[config.mk]
export PLATFORM = sky130hd
export DESIGN_NAME = chdma_top
export DESIGN_NICKNAME = d
export VERILOG_FILES = /design/src/rtl/chdma_pkg.sv /design/src/rtl/chdma_lane.sv /design/src/rtl/chdma_csr.sv /design/src/rtl/chdma_core.sv /design/src/rtl/chdma_top.sv
export SDC_FILE = /design/constraint.sdc
export NUM_CORES = 1
export LEC_CHECK = 0
export BUFFER_PORTS_ARGS = -buffer_cell sky130_fd_sc_hd__buf_4
export CAP_MARGIN = 20
export CORE_MARGIN = 2
export CORE_UTILIZATION = 54
export CTS_BUF_LIST = sky130_fd_sc_hd__clkbuf_8
export DETAILED_ROUTE_END_ITERATION = 7
export GPL_TIMING_DRIVEN = 0
export PLACE_DENSITY_LB_ADDON = 0.08
export SYNTH_ARGS = -nofsm -noshare
export SYNTH_HDL_FRONTEND = slang
export SYNTH_HIERARCHICAL = 1
export SYNTH_SLANG_ARGS = --single-unit
[constraint.sdc]
create_clock -name clk -period 2.66 [get_ports clk]
set_clock_uncertainty 0.15 [all_clocks]
set_input_delay 0.532 -clock clk [delete_from_list [all_inputs] [get_ports clk]]
set_output_delay 0.532 -clock clk [all_outputs]
set_load 0.05 [all_outputs]
[src/rtl/chdma_pkg.sv]
package chdma_pkg;
  localparam int WORD_W = 32;

  // count/flags word
  localparam int F_EOC  = 31;
  localparam int F_EOP  = 30;
  localparam int F_IE   = 29;
  localparam int F_DONE = 15;
  localparam int F_OWN  = 14;

  // control write bits
  localparam int C_LE = 1;
  localparam int C_RX = 2;
  localparam int C_GO = 4;
  localparam int C_LD = 5;

  // status read bits
  localparam int S_IRQ = 0;
  localparam int S_ACT = 1;

  localparam logic [1:0] A_CTL  = 2'd0;
  localparam logic [1:0] A_NEXT = 2'd1;
  localparam logic [1:0] A_CUR  = 2'd2;

  typedef enum logic [2:0] {
    ST_IDLE, ST_BUF, ST_INFO, ST_NEXT, ST_XFER, ST_WB
  } phase_t;
endpackage

[src/rtl/chdma_lane.sv]
module chdma_lane
  import chdma_pkg::*;
#(
  parameter int LANES = WORD_W / 8,
  localparam int LW = $clog2(LANES)
) (
  input  logic [WORD_W-1:0] word_in,
  input  logic [LW-1:0]     lane,
  input  logic              little,
  input  logic [7:0]        byte_in,
  output logic [7:0]        byte_out,
  output logic [WORD_W-1:0] word_out,
  output logic [LANES-1:0]  be_out
);
  logic [LW-1:0] idx;

  // big-endian puts the lowest address in the top lane
  assign idx      = little ? lane : ~lane;
  assign byte_out = word_in[{idx, 3'b000} +: 8];
  assign word_out = WORD_W'(byte_in) << {idx, 3'b000};
  assign be_out   = LANES'(1) << idx;
endmodule

[src/rtl/chdma_csr.sv]
module chdma_csr
  import chdma_pkg::*;
(
  input  logic              clk,
  input  logic              rst_n,
  input  logic              csr_wr,
  input  logic              csr_rd,
  input  logic [1:0]        csr_addr,
  input  logic [WORD_W-1:0] csr_wdata,
  output logic [WORD_W-1:0] csr_rdata,
  input  logic              active,
  input  logic              irq_set,
  input  logic [WORD_W-1:0] desc_ptr,
  input  logic [WORD_W-1:0] cur_ptr,
  output logic              start,
  output logic              little,
  output logic              rx_mode,
  output logic              next_wr,
  output logic              irq
);
  logic [WORD_W-1:0] status;

  assign start   = csr_wr && csr_addr == A_CTL && csr_wdata[C_GO] && csr_wdata[C_LD] && !active;
  assign next_wr = csr_wr && csr_addr == A_NEXT && !active;

  always_ff @(posedge clk or negedge rst_n) begin
    if (!rst_n) begin
      little  <= 1'b0;
      rx_mode <= 1'b0;
      irq     <= 1'b0;
    end else begin
      if (start) begin
        little  <= csr_wdata[C_LE];
        rx_mode <= csr_wdata[C_RX];
      end
      if (irq_set)
        irq <= 1'b1;
      else if (csr_rd && csr_addr == A_CTL)
        irq <= 1'b0;
    end
  end

  always_comb begin
    status        = '0;
    status[S_IRQ] = irq;
    status[S_ACT] = active;
    case (csr_addr)
      A_CTL:   csr_rdata = status;
      A_NEXT:  csr_rdata = desc_ptr;
      A_CUR:   csr_rdata = cur_ptr;
      default: csr_rdata = '0;
    endcase
  end
endmodule

[src/rtl/chdma_core.sv]
module chdma_core
  import chdma_pkg::*;
#(
  parameter int CNT_W = 14,
  localparam int LANES = WORD_W / 8,
  localparam int LW = $clog2(LANES)
) (
  input  logic              clk,
  input  logic              rst_n,
  input  logic              start,
  input  logic              little,
  input  logic              rx_mode,
  input  logic              next_wr,
  input  logic [WORD_W-1:0] next_wdata,
  output logic [WORD_W-1:0] desc_ptr,
  output logic [WORD_W-1:0] cur_ptr,
  output logic              active,
  output logic              irq_set,
  output logic              mem_req,
  output logic              mem_we,
  output logic [WORD_W-1:0] mem_addr,
  output logic [WORD_W-1:0] mem_wdata,
  output logic [LANES-1:0]  mem_be,
  input  logic              mem_ack,
  input  logic [WORD_W-1:0] mem_rdata,
  output logic              tx_valid,
  input  logic              tx_ready,
  output logic [7:0]        tx_data,
  output logic              tx_last,
  input  logic              rx_valid,
  output logic              rx_ready,
  input  logic [7:0]        rx_data
);
  localparam logic [WORD_W-1:0] STEP = WORD_W'(LANES);

  phase_t            st;
  logic [WORD_W-1:0] desc_q, nxt_q, ptr_q, info_q, word_q, acc_q, flush_addr;
  logic [CNT_W-1:0]  remain;
  logic [LANES-1:0]  be_q;
  logic              have_w, flush;
  logic [LW-1:0]     lane;
  logic [WORD_W-1:0] word_base, lane_word;
  logic [LANES-1:0]  lane_be;
  logic [7:0]        lane_byte;
  logic              xfer, last_byte, tx_beat, rx_beat;

  assign lane      = ptr_q[LW-1:0];
  assign word_base = {ptr_q[WORD_W-1:LW], {LW{1'b0}}};
  assign xfer      = st == ST_XFER;
  assign last_byte = remain == CNT_W'(1);

  chdma_lane #(.LANES(LANES)) u_lane (
    .word_in (word_q),
    .lane    (lane),
    .little  (little),
    .byte_in (rx_data),
    .byte_out(lane_byte),
    .word_out(lane_word),
    .be_out  (lane_be)
  );

  assign tx_valid = xfer && !rx_mode && have_w;
  assign tx_data  = lane_byte;
  assign tx_last  = tx_valid && info_q[F_EOP] && last_byte;
  assign rx_ready = xfer && rx_mode && !flush && remain != '0;
  assign tx_beat  = tx_valid && tx_ready;
  assign rx_beat  = rx_valid && rx_ready;
  assign active   = st != ST_IDLE;
  assign irq_set  = st == ST_WB && mem_ack && info_q[F_IE];
  assign desc_ptr = desc_q;
  assign cur_ptr  = ptr_q;

  always_comb begin
    mem_req   = 1'b0;
    mem_we    = 1'b0;
    mem_addr  = desc_q;
    mem_wdata = info_q;
    mem_be    = '1;
    case (st)
      ST_BUF:  mem_req = 1'b1;
      ST_INFO: begin mem_req = 1'b1; mem_addr = desc_q + STEP; end
      ST_NEXT: begin mem_req = 1'b1; mem_addr = desc_q + (STEP << 1); end
      ST_XFER: begin
        if (rx_mode) begin
          mem_req   = flush;
          mem_we    = 1'b1;
          mem_addr  = flush_addr;
          mem_wdata = acc_q;
          mem_be    = be_q;
        end else begin
          mem_req  = !have_w;
          mem_addr = word_base;
        end
      end
      ST_WB: begin
        mem_req   = 1'b1;
        mem_we    = 1'b1;
        mem_addr  = desc_q + STEP;
        mem_wdata = rx_mode ? (info_q & ~(WORD_W'(1) << F_OWN))
                            : (info_q | (WORD_W'(1) << F_DONE));
      end
      default: ;
    endcase
  end

  always_ff @(posedge clk or negedge rst_n) begin
    if (!rst_n) begin
      st         <= ST_IDLE;
      desc_q     <= '0;
      nxt_q      <= '0;
      ptr_q      <= '0;
      info_q     <= '0;
      word_q     <= '0;
      acc_q      <= '0;
      flush_addr <= '0;
      remain     <= '0;
      be_q       <= '0;
      have_w     <= 1'b0;
      flush      <= 1'b0;
    end else begin
      case (st)
        ST_IDLE: begin
          if (next_wr) desc_q <= next_wdata;
          if (start) st <= ST_BUF;
        end
        ST_BUF: if (mem_ack) begin
          ptr_q <= mem_rdata;
          st    <= ST_INFO;
        end
        ST_INFO: if (mem_ack) begin
          info_q <= mem_rdata;
          remain <= mem_rdata[CNT_W-1:0];
          st     <= ST_NEXT;
        end
        ST_NEXT: if (mem_ack) begin
          nxt_q  <= mem_rdata;
          have_w <= 1'b0;
          flush  <= 1'b0;
          be_q   <= '0;
          acc_q  <= '0;
          st     <= (remain == '0) ? ST_WB : ST_XFER;
        end
        ST_XFER: begin
          if (!rx_mode) begin
            if (!have_w && mem_ack) begin
              word_q <= mem_rdata;
              have_w <= 1'b1;
            end
            if (tx_beat) begin
              ptr_q  <= ptr_q + WORD_W'(1);
              remain <= remain - CNT_W'(1);
              if (lane == '1) have_w <= 1'b0;
              if (last_byte) st <= ST_WB;
            end
          end else begin
            if (rx_beat) begin
              acc_q      <= acc_q | lane_word;
              be_q       <= be_q | lane_be;
              flush_addr <= word_base;
              ptr_q      <= ptr_q + WORD_W'(1);
              remain     <= remain - CNT_W'(1);
              if (lane == '1 || last_byte) flush <= 1'b1;
            end
            if (flush && mem_ack) begin
              flush <= 1'b0;
              acc_q <= '0;
              be_q  <= '0;
              if (remain == '0) st <= ST_WB;
            end
          end
        end
        ST_WB: if (mem_ack) begin
          desc_q <= nxt_q;
          st     <= info_q[F_EOC] ? ST_IDLE : ST_BUF;
        end
        default: st <= ST_IDLE;
      endcase
    end
  end
endmodule

[src/rtl/chdma_top.sv]
module chdma_top
  import chdma_pkg::*;
#(
  parameter int CNT_W = 14
) (
  input  logic              clk,
  input  logic              rst_n,
  input  logic              csr_wr,
  input  logic              csr_rd,
  input  logic [1:0]        csr_addr,
  input  logic [WORD_W-1:0] csr_wdata,
  output logic [WORD_W-1:0] csr_rdata,
  output logic              irq,
  output logic              mem_req,
  output logic              mem_we,
  output logic [WORD_W-1:0] mem_addr,
  output logic [WORD_W-1:0] mem_wdata,
  output logic [WORD_W/8-1:0] mem_be,
  input  logic              mem_ack,
  input  logic [WORD_W-1:0] mem_rdata,
  output logic              tx_valid,
  input  logic              tx_ready,
  output logic [7:0]        tx_data,
  output logic              tx_last,
  input  logic              rx_valid,
  output logic              rx_ready,
  input  logic [7:0]        rx_data
);
  logic              chan_active, irq_set, start, little, rx_mode, next_wr;
  logic [WORD_W-1:0] desc_ptr, cur_ptr;

  chdma_csr u_csr (
    .clk(clk), .rst_n(rst_n),
    .csr_wr(csr_wr), .csr_rd(csr_rd), .csr_addr(csr_addr),
    .csr_wdata(csr_wdata), .csr_rdata(csr_rdata),
    .active(chan_active), .irq_set(irq_set),
    .desc_ptr(desc_ptr), .cur_ptr(cur_ptr),
    .start(start), .little(little), .rx_mode(rx_mode),
    .next_wr(next_wr), .irq(irq)
  );

  chdma_core #(.CNT_W(CNT_W)) u_core (
    .clk(clk), .rst_n(rst_n),
    .start(start), .little(little), .rx_mode(rx_mode),
    .next_wr(next_wr), .next_wdata(csr_wdata),
    .desc_ptr(desc_ptr), .cur_ptr(cur_ptr),
    .active(chan_active), .irq_set(irq_set),
    .mem_req(mem_req), .mem_we(mem_we), .mem_addr(mem_addr),
    .mem_wdata(mem_wdata), .mem_be(mem_be),
    .mem_ack(mem_ack), .mem_rdata(mem_rdata),
    .tx_valid(tx_valid), .tx_ready(tx_ready), .tx_data(tx_data), .tx_last(tx_last),
    .rx_valid(rx_valid), .rx_ready(rx_ready), .rx_data(rx_data)
  );
endmodule

# Yosys cells after proc, flatten, opt, wreduce, memory -nomap -nowiden
# Cells that the tools add are included.
[totals] reg_bits=248 elab_cells=160 output_inout_bits=114
[op_classes] eq_ne=24 n_addsub=4 shift=3 reduce_logical=48 n_mux=62 n_bitwise=4
[ops] op="$mux 32" n=12
[ops] op="$pmux 32 s2" n=4
[ops] op="$pmux 32 s3" n=2
[ops] op="$mux 14" n=4
[ops] op="$add 32x1->32 const B" n=1
[ops] op="$add 32x3->32 const B" n=1
[ops] op="$add 32x4->32 const B" n=1
[ops] op="$or 32x32->32" n=1
[ops] op="$shiftx 32x6->8" n=1
[ops] op="$shl 8x5->32" n=1
[ops] op="$mux 3" n=10
[ops] op="$pmux 14 s2" n=1
[ops] op="$mux 4" n=6
[ops] op="$ne 3x3->1 const B" n=7
[ops] op="$logic_and 1x1->1" n=20
[ops] op="$pmux 3 s6" n=1
[ops] op="$mux 16" n=1
[ops] op="$ne 2x2->1 const B" n=8
[ops] op="$mux 1" n=15
[ops] op="$eq 14x1->1 const B" n=1
[ops] op="$logic_not 14->1" n=1
[ops] op="$reduce_bool 14->1" n=1
[ops] op="$sub 14x1->14 const B" n=1
[ops] op="$reduce_and 3->1" n=4
[ops] op="24 further kinds" n=40

# Logic depth before layout (Yosys ltp)
# Gate-level depths: netlist (run 1).
[depth] depth_word=9 depth_mapped=11 mapped_depth_nobuf=10

# By module
# The synthesis (run 1) kept the hierarchy.
[modules_own_cells] module="chdma_core" n_inst=1 cells_each=1378 area_each_um2=13022.5
[modules_own_cells] module="chdma_lane" n_inst=1 cells_each=61 area_each_um2=619.3
[modules_own_cells] module="chdma_csr" n_inst=1 cells_each=58 area_each_um2=531.8

# Least setup slack after synthesis (run 1)
# Ideal clock, no wire load.
[synth_path] path_type="flip-flop to output port" from="reg u_core.st[2]" to="out mem_addr[24]" stages_incl_launch_ff=9 setup_slack_ps=-1364 arrival_ps=3342 path_cell_list="dfrtp_1 -> clkbuf_1 -> nor2b_1 -> buf_2 -> and2_1 -> clkbuf_1 -> a22o_1 -> nand2_1 -> o311ai_0"
[synth_via] elab_chain_len=3 elab_cells_between_ends=6 classes_between="4 x eq/ne; 1 x mux; 1 x reduce/logical"
[synth_lines] item="start: declaration" line="chdma_core.sv:36" text="phase_t st;"
[synth_lines] item="start signal: assignment" line="chdma_core.sv:141" text="st <= (remain == '0) ? ST_WB : ST_XFER;"
[synth_lines] item="start signal: assignment" line="chdma_core.sv:174" text="st <= info_q[F_EOC] ? ST_IDLE : ST_BUF;"
[synth_lines] item="$eq 3x2->1 / $eq 3x3->1 (equally long branches)" line="chdma_core.sv:79" text="case (st)"
[synth_lines] item="$reduce_or 2->1 (no line)"
[synth_lines] item="$pmux 32 s3 *" line="chdma_core.sv:79"
[synth_lines] item="end: declaration" line="chdma_top.sv:16" text="output logic [WORD_W-1:0] mem_addr,"
# Mark *: on every way between the ends. The rest lies on a longest branch, timed or not.

# Final worst setup path (run 1)
[layout_path] from="reg u_core.st[2]" to="out mem_addr[12]"
# Same word-level chain as after synthesis.

==> results of run 1 <==
## power by group through the flow
stage                     logic [uW]  clock network, uW  registers, uW
after floorplan                 8880                  0           6170
after global placement         12200                  0           6740
after detailed placement       12300                  0           6810
after CTS                      15700               3370           6700
after global routing           18000               3560           6940
final                          17400               3350           6810
## cell usage in the layout (no fill, tap or decap), types with 13 or more instances in the layout
cell and n:
nand4_1 17, buf_6 85, clkbuf_8 54, a22o_1 30, o22ai_1 13, o21ai_0 72
a21oi_1 104, inv_1 21, mux2i_1 57, buf_4 244, dfrtp_1 215, mux2_2 96
nor2_1 104, dfrtp_2 33, a31oi_1 25, buf_12 14, buf_8 46, nor2_4 13
buf_2 16, clkbuf_1 20, nand3_1 25, a21boi_0 32, mux2_4 31, nand2_1 210
## layer usage
layer  share of wire [%]  GRT usage [%]
met3                  10          7.316
met4                 8.3          27.94
met1                  37          55.71
met2                  44          65.04
met5                   0              0
## worst register-to-register path, cell delays in order (launching register included)
cell and delay, ns:
dfrtp_1 0.45, buf_8 0.17, buf_8 0.12, nor3_4 0.22, inv_2 0.08, nand2b_4 0.17
nor4_4 0.32, nor2_1 0.07, o21ai_1 0.15, o22ai_1 0.10, a31o_2 0.26, a221o_1 0.28
o21ai_1 0.22
## path summary, 6_finish.rpt
kind	slack, ns	from	endpoint	cells past startpoint
setup / recovery	-0.66	u_core/st[2]	mem_addr[12]	10
hold / removal	0.05	csr_wdata[1]	u_csr/little	2
setup reg to reg	-0.20	u_core/st[2]	u_core/st[0]	12
hold reg to reg	0.34	u_core/info_q[16]	u_core/info_q[16]	2
max in group asynchronous	0.61	rst_n	u_core/desc_ptr[17]	4
min in group asynchronous	0.43	rst_n	u_core/desc_ptr[26]	2
## flip-flops by register name, summed over array words and instances, names as in the netlist
name,count
u_csr/little,1
u_core/st,3
u_core/flush_addr,30
u_core/nxt_q,32
u_core/acc_q,32
u_csr/rx_mode,1
u_core/be_q,4
u_core/flush,1
u_core/remain,14
u_core/have_w,1
u_core/info_q,32
u_csr/irq,1
u_core/cur_ptr,32
u_core/word_q,32
u_core/desc_ptr,32
## through the flow
| stage | util [%] | hold slack, ns | setup WS [ns] | std cells | TNS (ns) |
|---|---|---|---|---|---|
| finish | 79.86 | 0.05075 | -0.6554 | 2257 | -34.93 |
| global route | 79.83 | 0.05186 | -0.6792 | 2254 | -41.43 |
| CTS | 76.62 | 0.03973 | -0.5274 | 2201 | -28.91 |
| detailed placement | 63.22 | 0.3090 | -1.182 | 2027 | -95.17 |
| global placement | 62.95 | 0.3060 | -1.405 | 2024 | -370.42 |
| floorplan | - | 0.08641 | -0.2820 | 1497 | -1.277 |
## area by class of cell
class                   count  share of cell area, %
repair buffers            363                  16.79
plain buffers              96                  4.547
clock inverters            17                 0.4172
diodes                      3                0.03628
multi-input cells        1130                  42.30
flip-flops and latches    248                  30.19
well taps                 335                  2.026
clock buffers              52                  3.458
inverters                  13                 0.2358
## cells by family after synthesis
| kind of cell | synth area share, % |
|---|---|
| DFF | 43.79 |
| and+or+nand+nor | 17.24 |
| adders and majority gates | 0.4414 |
| muxes | 15.88 |
| xor gates and xnor gates | 0.8828 |
| AOI/OAI and AO/OA | 17.84 |
| buffers and inverters | 3.928 |
## what timing repair did
item                                    CTS  global route
endpoints found under the setup margin  278           211
buffers inserted                        109            56
pin swaps                                58            58
hold buffers                              1             0
cloned                                    2             2
resized for setup                       460           114
hold endpoints to repair                102             0
==> metrics.md, run 1 <==
| Metric | Value |
|---|---|
| Worst min-delay path class | `in2reg` |
| Final worst slack | `-0.6554 ns` |
| Synth Cell Area | `0.01417 mm^2` |
| Row count | `59` |
| Flop pwr share | `about 25%` |
| Total core area | `about 0.026 mm^2` |
| Largest net degree at the start of global routing | `104` |
| Initial antenna violation count | `0` |
| Synth Register Bits | `248` |
| Syn_nets | `approximately 1.6k` |
| Multi-input logic area | `between 0.008 and 0.009 mm^2` |
| WP data required | `between 1.5 and 2 ns` |
| Crit path time final | `~3.3 ns` |
| Clock Power Share | `about 12%` |
| Layout cells sized above 1 | `between 40% and 50%` |
| Ratio of final minimum period to clock period | `124.6%` |
| Max Fanout on Critical Path | `6` |
| Most common cell in the netlist | `dfrtp_1` |
| Via Count | `about 15k` |
| # setup viols final | `just under 90` |
| PortBufs | `about 190` |
| Root buf cell | `clkbuf_8` |
| Total track usage | `between 40% and 50%` |
| Mapped Cells | `about 1.5k` |
| Power Density | `between 1000 and 1500 mW/mm^2` |
| Top_reg_cell synth | `dfrtp_1` |
| CP arrival | `approximately 2.6 ns` |
| Hpwl dp | `39430 um` |
| Setup crit end kind | `output port` |
| Final Max Slew Viols | `0` |
| Worst slew pin tran | `0.8179 ns` |
| Final design area excluding fillers | `between 0.02 and 0.025 mm^2` |
| Synth top area share | `43.79%` |
| Filler cell count in the final layout | `1626` |
| Final hold vios | `0` |
| Dominant cell type by area after synthesis | `dfrtp_1` |
| Chip Width | `166.0 um` |
| Total area of sequential cells | `between 0.006 and 0.007 mm^2` |
| Sw Pwr | `roughly 13000 uW` |
| First-pass GRT wire length | `88920 um` |
| Avg Synthesized Cell Area | `9.468 um^2` |
| Max_slew headroom | `between 40% and 50%` |
| EDFF count, synth | `0` |
| CTS sink count | `roughly 250` |
| Vias per inst | `6.619` |
| Final nets | `1981` |
| Initial drt markers | `1997` |
| Yosys warning count | `6` |
| Slowest stage delay, CP | `~0.45 ns` |
| Yosys cell types | `77` |
| Latest clock arrival within the worst-skew pair | `roughly 0.57 ns` |
| RSZ-0062 raised after global routing | `yes` |
| Pwr Total | `between 20000 and 30000 uW` |
| CTS tree | `done` |
| WL final | `61960 um` |
| DRT Pass-1 Iters | `6` |
| Initial Util | `around 55%` |
| Die height | `between 150 and 200 um` |
| Status | `complete, but fails checks` |
| Max Cap Viol | `0` |
| Ys async rst share | `100.0%` |
| Placed Instance Area | `between 0.015 and 0.02 mm^2` |
| Crit path cell chain | `buf_8 > nor2b_4 > buf_6 > and2_4 > a22o_4 > buf_6 > nand2_4 > o32a_1 > nand2_2 > buf_8` |
| Inserted Clock Buffers | `43` |
| Routed WL per cell | `around 27 um` |
| Die area | `0.02756 mm^2` |
| GRT Residual Overflow | `0` |
| Type of origin of the critical path | `flop` |
| Clock slew at reported path FFs | `approximately 0.06 ns` |
| Clock Path Buffers | `3` |
| Worst VDD drop | `0.001295 V` |
| Largest delay share family, worst path | `buffers and inverters` |
| Gpl congestion | `~0.99` |
| CP bufs+invs | `4` |
| Fmax | `between 300 and 400 MHz` |
| IO Count | `slightly below 200` |
| Post-synthesis sequential area ratio | `roughly 44%` |
| Static Leakage | `0.009572 uW` |
| Area delta synth->final | `46.00%` |
| Post-synth top cells | `dfrtp_1, nand2_1, mux2_2` |
| Vias in the first global route | `around 14k` |
| Pint | `14310 uW` |
| H-Tree Depth | `2` |
| CP max-delay cell | `dfrtp_1` |
| Sw Share | `between 40% and 50%` |
| Violations in the final reports | `negative setup slack` |
| Crit Path Class | `reg2out` |
| Comb pwr share | `63.1%` |
| Top post-synthesis cells by area | `dfrtp_1, mux2_2, nand2_1, mux2i_1, a21oi_1` |
| Post-route DRC violation count | `0` |
| Post-route ant nets | `0` |
(Power assumes the default switching activity.)
==> run 2, diff against run 1 <==
--- a/config.mk
+++ b/config.mk
@@ -11,7 +11,8 @@
 export CORE_UTILIZATION = 54
 export CTS_BUF_LIST = sky130_fd_sc_hd__clkbuf_8
 export DETAILED_ROUTE_END_ITERATION = 7
-export GPL_TIMING_DRIVEN = 0
+export GPL_ROUTABILITY_DRIVEN = 1
+export GPL_TIMING_DRIVEN = 1
 export PLACE_DENSITY_LB_ADDON = 0.08
 export SYNTH_ARGS = -nofsm -noshare
 export SYNTH_HDL_FRONTEND = slang
==> run 2 against run 1 <==
The run still ends with negative setup slack left. Worst setup slack improved by 0.081 ns. Die area unchanged. Hold slack worse by 0.010 ns. Maximum frequency increased by 2.5%. Combinational power rose by 2%. Critical path depth down 3. Power grew 1.5%. Critical path type unchanged. Critical endpoint is now mem_addr[29]. Largest power group unchanged. Highest routed layer unchanged.
==> metrics.md, run 2 (synthesis gave the netlist of run 1 again) <==
| Metric | Value |
|---|---|
| Status | `complete, but fails checks` |
| Violations in the final reports | `negative setup slack` |
| Hold_ws | `approximately 0.041 ns` |
| Final Max Slew Viols | `0` |
| CTS sink count | `248` |
| Most common cell after layout, fill and taps aside | `buf_4` |
| Setup TNS Final | `-33.71 ns` |
| Ant. Diodes | `0` |
| Inserted Clock Buffers | `between 40 and 50` |
| Final nets | `around 2.0k` |
| Row count | `59` |
| Worst min-delay path class | `in2reg` |
| PortBufs | `around 190` |
| Area delta synth->final | `51.13%` |
| Final hold vios | `0` |
| Crit path time final | `3.234 ns` |
| Setup Slack @ Placement | `-0.1797 ns` |
| Initial antenna violation count | `1` |
| Ratio of final minimum period to clock period | `121.6%` |
| Vias in the first global route | `about 14k` |
| Post-Layout Cell Count | `between 2k and 2.5k` |
| Via Count | `14.96k` |
| Post-route ant nets | `0` |
| H-Tree Depth | `2` |
| CP arrival | `around 2.6 ns` |
| Static Leakage | `0.01001 uW` |
| Dpl cells | `between 2k and 2.5k` |
| WL final | `just under 60000 um` |
| First-pass GRT wire length | `roughly 85000 um` |
| DRT Pass-1 Iters | `6` |
| Post-route DRC violation count | `0` |
| Layout cells sized above 1 | `46.77%` |
| Max_slew headroom | `57.06%` |
| Initial Util | `a little over half` |
| Die area | `between 0.02 and 0.03 mm^2` |
| Total track usage | `39.98%` |
| Root buf cell | `clkbuf_8` |
| Clock Path Buffers | `3` |
| Max Cap Viol | `0` |
| Crit path cell chain | `ha_4 > nand4_1 > or2_4 > or2_4 > or4_4 > o211ai_1 > buf_4` |
| # setup viols final | `about 130` |
| Power Density | `approximately 1300 mW/mm^2` |
| Die height | `between 150 and 200 um` |
| Type of origin of the critical path | `flop` |
| Worst slew pin tran | `0.6425 ns` |
| Slowest stage delay, CP | `approximately 0.47 ns` |
| Crit Path Class | `reg2out` |
| CTS tree | `done` |
| Worst VDD drop | `about 0.0012 V` |
| Filler cell count in the final layout | `around 1.5k` |
| Vias per inst | `6.504` |
| WP data required | `just under 2 ns` |
| Fmax | `slightly above 300 MHz` |
| Most frequent cells in the layout | `buf_4, dfrtp_1, nand2_1` |
| Top cell by count, worst path | `or2_4` |
| Final worst slack | `-0.5741 ns` |
| Setup crit end kind | `output port` |
| GRT Residual Overflow | `0` |
| RSZ-0062 raised after global routing | `yes` |
| Routed WL per cell | `between 20 and 30 um` |
| Initial drt markers | `slightly below 2k` |
| Max Fanout on Critical Path | `4` |
| Clock slew at reported path FFs | `about 0.060 ns` |
| IO Count | `approximately 200` |
| Latest clock arrival within the worst-skew pair | `approximately 0.58 ns` |
| Total core area | `0.02591 mm^2` |
| Hpwl dp | `37690 um` |
| Largest net degree at the start of global routing | `69` |
| Gpl congestion | `0.9510` |
| Chip Width | `around 170 um` |
| CP max-delay cell | `or4_4` |
==> run 2: changes by cell type in the layout (fill, tap and decap cells not counted), moves of 14 or more <==
cell      previous run  this run
a21oi_1            104        82
buf_4              244       315
a21oi_2              4        25
dfrtp_2             33        19
clkbuf_1            20         0
buf_2               16         1
==> run 2: metrics by stage <==
stage | area (um^2) | util, % | power [uW]
2_1_floorplan | 14450 | - | 15050
3_3_place_gp | 17340 | 66.93 | 19760
3_5_place_dp | 17340 | 66.93 | 20040
4_1_cts | 20350 | 78.53 | 26150
5_1_grt | 21420 | 82.67 | 28950
6_report | 21420 | 82.67 | 27950
==> run 2: worst paths after layout <==
check	startpoint	end	slack, ns	depth (start not counted)
hold reg to reg	u_core/flush_addr[27]	u_core/flush_addr[27]	0.35	2
hold / removal	csr_wdata[2]	u_csr/rx_mode	0.04	2
max in group asynchronous	rst_n	u_core/desc_ptr[8]	1.29	3
min in group asynchronous	rst_n	u_core/flush_addr[25]	0.38	2
setup reg to reg	u_core/st[2]	u_core/cur_ptr[29]	-0.11	14
setup / recovery	u_core/desc_ptr[4]	mem_addr[29]	-0.57	7
==> run 2: critical path: cells and delay by family, from the launching register on <==
family,cells,cell delay [ns]
fa+ha+maj,1,0.14
buf+inv,1,0.23
compound gates,1,0.10
flops,1,0.38
simple gates,4,1.12
==> run 2: layer usage <==
layer  track usage [%]  share of wire (%)  vias to the layer above
met3             7.007                9.1                      301
met1             51.37                 37                     7279
li1                  -                  -                     6327
met5                 0                  0                        -
met2             63.32                 46                     1053
met4             24.76                7.7                        0
==> run 2: cell type report <==
class | instances | area (um^2) | area share [%]
multi-input combinational | 1129 | 8832 | 41.23
inverter | 13 | 48.80 | 0.2278
clock buffer | 50 | 688.2 | 3.213
sequential | 248 | 6233 | 29.10
tap | 335 | 419.2 | 1.957
clock inverter | 25 | 152.6 | 0.7126
timing repair buffer | 500 | 5046 | 23.56
==> run 2: where the power goes <==
part           internal [uW]  switching [uW]  leakage [uW]  total (uW)
clock                   1830            1660      0.000499        3490
combinational           7760           10100       0.00642       17800
sequential              5240            1420       0.00309        6650
==> run 2: what timing repair did <==
item / 4_1_cts / 5_1_grt
hold buffers: 1 / 0
gates cloned: 7 / 11
endpoints found under the hold margin: 60 / 0
endpoints found under the setup margin: 82 / 113
pin swaps: 69 / 62
setup buffers: 84 / 50
gates resized for setup: 371 / 148
